## config.mk

```make
export PLATFORM = sky130hd
export DESIGN_NAME = lane_evt_counter
export DESIGN_NICKNAME = d
export VERILOG_FILES = /design/src/rtl/lec_pkg.sv /design/src/rtl/lec_ctrl.sv /design/src/rtl/lec_evt_mux.sv /design/src/rtl/lec_counter.sv /design/src/rtl/lane_evt_counter.sv
export SDC_FILE = /design/constraint.sdc
export NUM_CORES = 1
export LEC_CHECK = 0
export BUFFER_PORTS_ARGS = -buffer_cell sky130_fd_sc_hd__buf_2
export CORE_ASPECT_RATIO = 1.75
export CORE_MARGIN = 4
export CORE_UTILIZATION = 45
export CTS_BUF_LIST = sky130_fd_sc_hd__clkbuf_2 sky130_fd_sc_hd__clkbuf_4 sky130_fd_sc_hd__clkbuf_8
export DETAILED_ROUTE_END_ITERATION = 10
export GPL_TIMING_DRIVEN = 0
export PLACE_DENSITY = 0.75
export SLEW_MARGIN = 10
export SYNTH_ARGS = -nofsm -noshare
export SYNTH_HDL_FRONTEND = slang
export SYNTH_SLANG_ARGS = --single-unit
```

## constraint.sdc

```tcl
create_clock -name clk -period 4 [get_ports clk]
set_input_delay 1 -clock clk [delete_from_list [all_inputs] [get_ports clk]]
set_output_delay 1 -clock clk [all_outputs]
set_load 0.03 [all_outputs]
```

## src/rtl/lec_pkg.sv

```systemverilog
package lec_pkg;

  // word addresses of the two registers (byte offsets 0x8 and 0xC)
  localparam int unsigned CTRL_WORD = 2;
  localparam int unsigned DATA_WORD = 3;

  // command codes carried in the control word
  localparam logic [2:0] RUN_ON  = 3'b011;
  localparam logic [2:0] RUN_OFF = 3'b001;
  localparam logic [1:0] ZERO_GO = 2'b01;

  typedef struct packed {
    logic [3:0] grp;
    logic [7:0] num;
    logic [3:0] lane;
  } lec_sel_t;

endpackage

```

## src/rtl/lec_ctrl.sv

```systemverilog
module lec_ctrl
  import lec_pkg::*;
(
  input  logic       clk,
  input  logic       rst,
  input  logic       wr_ctrl,
  input  lec_sel_t   sel_in,
  input  logic [2:0] run_cmd,
  input  logic [1:0] zero_cmd,
  output lec_sel_t   sel_q,
  output logic       en_q,
  output logic       clr_go
);

  // the clear command is a one-cycle pulse tied to the write itself
  assign clr_go = wr_ctrl && (zero_cmd == ZERO_GO);

  always_ff @(posedge clk) begin
    if (rst) begin
      sel_q <= '0;
      en_q  <= 1'b0;
    end else if (wr_ctrl) begin
      sel_q <= sel_in;
      if (run_cmd == RUN_ON)
        en_q <= 1'b1;
      else if (run_cmd == RUN_OFF)
        en_q <= 1'b0;
    end
  end

endmodule

```

## src/rtl/lec_evt_mux.sv

```systemverilog
module lec_evt_mux
  import lec_pkg::*;
#(
  parameter int GROUPS = 8,
  parameter int EVENTS = 4,
  parameter int LANES  = 4,
  localparam int TOTAL = GROUPS * EVENTS * LANES,
  localparam int IDX_W = (TOTAL > 1) ? $clog2(TOTAL) : 1
) (
  input  logic [TOTAL-1:0] evt_in,
  input  lec_sel_t         sel,
  output logic             hit
);

  logic        grp_ok, num_ok, lane_ok;
  logic [31:0] flat_idx;

  // a field that fully covers its range needs no comparator
  generate
    if (GROUPS >= 16) begin : g_grp_all
      assign grp_ok = 1'b1;
    end else begin : g_grp_cmp
      assign grp_ok = (32'(sel.grp) < GROUPS);
    end
    if (EVENTS >= 256) begin : g_num_all
      assign num_ok = 1'b1;
    end else begin : g_num_cmp
      assign num_ok = (32'(sel.num) < EVENTS);
    end
    if (LANES >= 16) begin : g_lane_all
      assign lane_ok = 1'b1;
    end else begin : g_lane_cmp
      assign lane_ok = (32'(sel.lane) < LANES);
    end
    if (IDX_W < 32) begin : g_idx_hi
      logic unused_idx_hi;
      assign unused_idx_hi = ^flat_idx[31:IDX_W];
    end
  endgenerate

  assign flat_idx = ((32'(sel.grp) * EVENTS) + 32'(sel.num)) * LANES + 32'(sel.lane);

  assign hit = grp_ok && num_ok && lane_ok && evt_in[flat_idx[IDX_W-1:0]];

endmodule

```

## src/rtl/lec_counter.sv

```systemverilog
module lec_counter #(
  parameter int CNT_W = 32
) (
  input  logic             clk,
  input  logic             rst,
  input  logic             clr,
  input  logic             inc,
  output logic [CNT_W-1:0] cnt_q
);

  // clear wins over a coincident increment
  always_ff @(posedge clk) begin
    if (rst || clr)
      cnt_q <= '0;
    else if (inc)
      cnt_q <= cnt_q + CNT_W'(1);
  end

endmodule

```

## src/rtl/lane_evt_counter.sv

```systemverilog
module lane_evt_counter
  import lec_pkg::*;
#(
  parameter int GROUPS = 8,
  parameter int EVENTS = 4,
  parameter int LANES  = 4,
  parameter int CNT_W  = 32,
  parameter int ADDR_W = 4,
  localparam int TOTAL = GROUPS * EVENTS * LANES
) (
  input  logic              clk,
  input  logic              rst,
  input  logic              wr_en,
  input  logic              rd_en,
  input  logic [ADDR_W-1:0] addr,
  input  logic [31:0]       wdata,
  output logic [31:0]       rdata,
  input  logic [TOTAL-1:0]  evt_in
);

  lec_sel_t         sel_in, sel_q;
  logic             wr_ctrl, en_q, clr_go, hit;
  logic [CNT_W-1:0] cnt_q;
  logic [31:0]      rd_mux;
  logic             unused_wbits;

  assign wr_ctrl = wr_en && (addr == ADDR_W'(CTRL_WORD));
  assign sel_in  = '{grp: wdata[27:24], num: wdata[23:16], lane: wdata[11:8]};
  assign unused_wbits = ^{wdata[31:28], wdata[15:12], wdata[7:5]};

  lec_ctrl u_ctrl (
    .clk      (clk),
    .rst      (rst),
    .wr_ctrl  (wr_ctrl),
    .sel_in   (sel_in),
    .run_cmd  (wdata[4:2]),
    .zero_cmd (wdata[1:0]),
    .sel_q    (sel_q),
    .en_q     (en_q),
    .clr_go   (clr_go)
  );

  lec_evt_mux #(
    .GROUPS (GROUPS),
    .EVENTS (EVENTS),
    .LANES  (LANES)
  ) u_mux (
    .evt_in (evt_in),
    .sel    (sel_q),
    .hit    (hit)
  );

  lec_counter #(
    .CNT_W (CNT_W)
  ) u_cnt (
    .clk   (clk),
    .rst   (rst),
    .clr   (clr_go),
    .inc   (en_q && hit),
    .cnt_q (cnt_q)
  );

  always_comb begin
    if (addr == ADDR_W'(CTRL_WORD))
      rd_mux = {4'b0, sel_q.grp, sel_q.num, 4'b0, sel_q.lane, en_q, 7'b0};
    else if (addr == ADDR_W'(DATA_WORD))
      rd_mux = 32'(cnt_q);
    else
      rd_mux = '0;
  end

  always_ff @(posedge clk) begin
    if (rst)
      rdata <= '0;
    else if (rd_en)
      rdata <= rd_mux;
  end

endmodule

```

==> out/summary.txt <==
Routed wire length - 18730 µm
Hold-fix buffers, CTS - 0
Initial core utilization - 46.27%
First-pass GRT wire length - 27280 µm
Leading area contributor after synthesis - dfxtp_1
CP Capture Type - flip-flop
Cell Chain, Critical Path - ha_1 > inv_1 > fa_1 > xnor2_2 > clkbuf_4 > mux2i_1 > o211ai_1 > a211oi_2 > a311oi_4 > buf_6 > a31o_1 > a21oi_1
CTS max path bufs - 2
Leak Pwr - 2.473 nW
CORE AREA - 11170 µm²
Startpoint Class - flip-flop
CTS resizes - 0
GRT Util Overall - 26.95%
Syn Nets - 747
Clock Skew - 0.008386 ns
Setup Fix Bufs, Post-CTS - 0
Cell count after synthesis - 573
DIE WIDTH - 89.01 µm
Peak Freq - 0.2789 GHz
Peak VDD IR - 212.4 µV
Critical Path RT - 4.24 ns
Syn avg cell area - 9.018 µm²
Max_cap viols - 0
Wire length per cell - 20.65 µm
Clock sink total - 81
Clock Tree Root - clkbuf_8
Yosys cell types - 59
Max Slew Vio Count - 0
Critical path type - flip-flop to flip-flop
FF+latch count, synth - 81
# setup viols final - 0
Final hold viol count - 0
Vias in the first global route - 5674
DRC - 0
Layout net count - 944
Clock transition at path regs - 0.08 ns
Hold slack - 0.4723 ns
Synthesis-to-layout area growth - 24.99%
CTS Buf Count - 9
DP Wirelength - 14990 µm
DRT antenna net count - 0
Mapped Area - 5167 µm²
Status - finished, final reports clean
Max FO, Critical Path - 10
Worst hold path type - flip-flop to flip-flop
Worst-Margin Slew - 0.9792 ns
First-pass detailed-route iteration total - 5
P per Cell Area - 269.4 nW/µm²
Final Util - 57.84%
Largest net degree at the start of global routing - 14
Die area - 13330 µm²
CTS tree - built
Total Neg Setup Slack - 0 ns
GP Congestion - 0.9264
Ys Warns - 0
Initial antenna violation count - 0
Worst-Skew Late Latency - 0.37 ns
CTS HTree Levels - 3
Final Cycle Share - 89.63%
Row Count - 51
RSZ-0062 raised after global routing - false
CP Data Arrival Time - 3.82 ns
Top post-synthesis cells by area - dfxtp_1 31%, mux4_2 7.8%, a21oi_1 6.1%, mux4_1 6.1%, a31o_1 4.1%
Seq/Total Area, Yosys - 31.38%
Worst R2R Path Depth - 12
Slowest cell delay on critical path - 0.69 ns
Port Buf Inserts - 186
Die height - 149.8 µm
Slowest CP cell - a311oi_4
First DRT Iteration DRCs - 319
# fillers - 1020
# diodes - 0
Vias per cell - 6.044
Relative slew margins - 34.55%
Share of cells above drive strength 1 - 34.32%
IO Count - 200
Total number of vias - 5482
Fin crit period - 3.585 ns
Hold depth - 2
Top-area cell type share of the netlist area - 31.38%
Final global-route overflow total - 0
[critical path: cells and delay by family (launching register included)]
| family | cells | cell delay [ns] |
|---|---|---|
| AOI/OAI and AO/OA | 5 | 1.36 |
| DFF | 1 | 0.42 |
| muxes | 1 | 0.10 |
| xor gates and xnor gates | 1 | 0.32 |
| adders and majority gates | 2 | 0.64 |
| buffers and inverters | 3 | 0.60 |
[per-stage QoR]
step | area [µm²] | power [mW] | worst slack (ns) | std cells
2_1_floorplan | 5167 | 1.011 | 1.185 | 573
3_3_place_gp | 6264 | 1.140 | 0.4210 | 891
3_5_place_dp | 6264 | 1.146 | 0.3816 | 891
4_1_cts | 6459 | 1.735 | 0.5000 | 907
5_1_grt | 6459 | 1.789 | 0.3052 | 907
6_report | 6459 | 1.740 | 0.4147 | 907
[final timing paths]
path / start / end / slack [ns]
worst max-delay path: u_ctrl.sel_q[2]$_SDFFE_PP0P_ / u_cnt.cnt_q[13]$_SDFFE_PP0P_ / 0.41
worst min-delay path: rdata[12]$_SDFFE_PP0P_ / rdata[12]$_SDFFE_PP0P_ / 0.47
worst max register to register: u_ctrl.sel_q[2]$_SDFFE_PP0P_ / u_cnt.cnt_q[13]$_SDFFE_PP0P_ / 0.41
worst min register to register: rdata[12]$_SDFFE_PP0P_ / rdata[12]$_SDFFE_PP0P_ / 0.47
[sequential cells by signal (all words and copies together) (netlist names)]
| signal | cells |
|---|---|
| rdata | 32 |
| u_cnt.cnt_q | 32 |
| u_ctrl.en_q | 1 |
| u_ctrl.sel_q | 16 |
[metal layers]
| layer | share of wire, % | GRT usage, % | vias to the layer above |
|---|---|---|---|
| met1 | 32 | 25.16 | 2582 |
| met4 | 5.0 | 14.98 | 0 |
| li1 | - | - | 2540 |
| met2 | 54 | 52.60 | 291 |
| met3 | 8.3 | 4.242 | 69 |
| met5 | 0 | 0 | - |
[Yosys cell counts (all sizes together)]
library cell and count:
and2 2, nor4b 1, buf 25, a41o 1, a311oi 3, nand4 33, dfxtp 81, a21bo 3
clkbuf 21, a211oi 18, nor4 8, a2bb2oi 1, a31o 28, inv 38, mux2 5, a31oi 3
o211ai 3, nand3b 2, o21ba 1, a21oi 64, nor3 12, nor2 32, nor2b 3, xnor2 3
and3 5, nand3 32, a21boi 1, ha 4, nand2 50, mux4 30, mux2i 7, nand4b 1
dlygate4sd1 4, a22oi 19, or2 2, and3b 1, nor3b 1, a21o 2, and4 3, nand2b 15
fa 2, nor4bb 1, xor2 2
[cells by family (layout without fill, tap and decap cells)]
logic type      after synthesis  in the layout  synth area share [%]
mux                          42             42                 16.39
fa+ha+maj                     6              6                 1.743
buf+inv                      88            290                 9.225
flops                        81             81                 31.38
compound gates              147            147                 19.93
simple gates                204            204                 20.34
xor+xnor                      5              5                0.9929
[placed cells by master, fill, tap and decap left out, drive strengths merged, types with 4 or more instances in the layout]
master and n:
a21oi 64, mux2i 7, nor2 32, clkbuf 32, nor3 12, a22oi 19, ha 4, a31o 28
dlygate4sd1 4, inv 38, nand3 32, buf 211, mux2 5, nand2 50, dfxtp 81, mux4 30
and3 5, nor4 8, a211oi 18, nand2b 15, nand4 33
[power breakdown]
part	leakage [nW]	internal (mW)	switching, mW
registers	0.656	0.816	0.00674
clock network	0.100	0.301	0.306
logic	1.72	0.143	0.167
total	2.47	1.26	0.480
[area by class of cell]
cell class	instances	area [µm²]	share of cell area, %
clock inverter	5	56.30	0.8718
inverter	38	142.6	2.208
timing repair buffer	186	930.9	14.41
buffer	50	334.1	5.172
tap	132	165.2	2.557
clock buffer	11	138.9	2.150
sequential	81	1622	25.11
multi-input combinational	404	3069	47.52
Power figures use the tool's default switching activity.
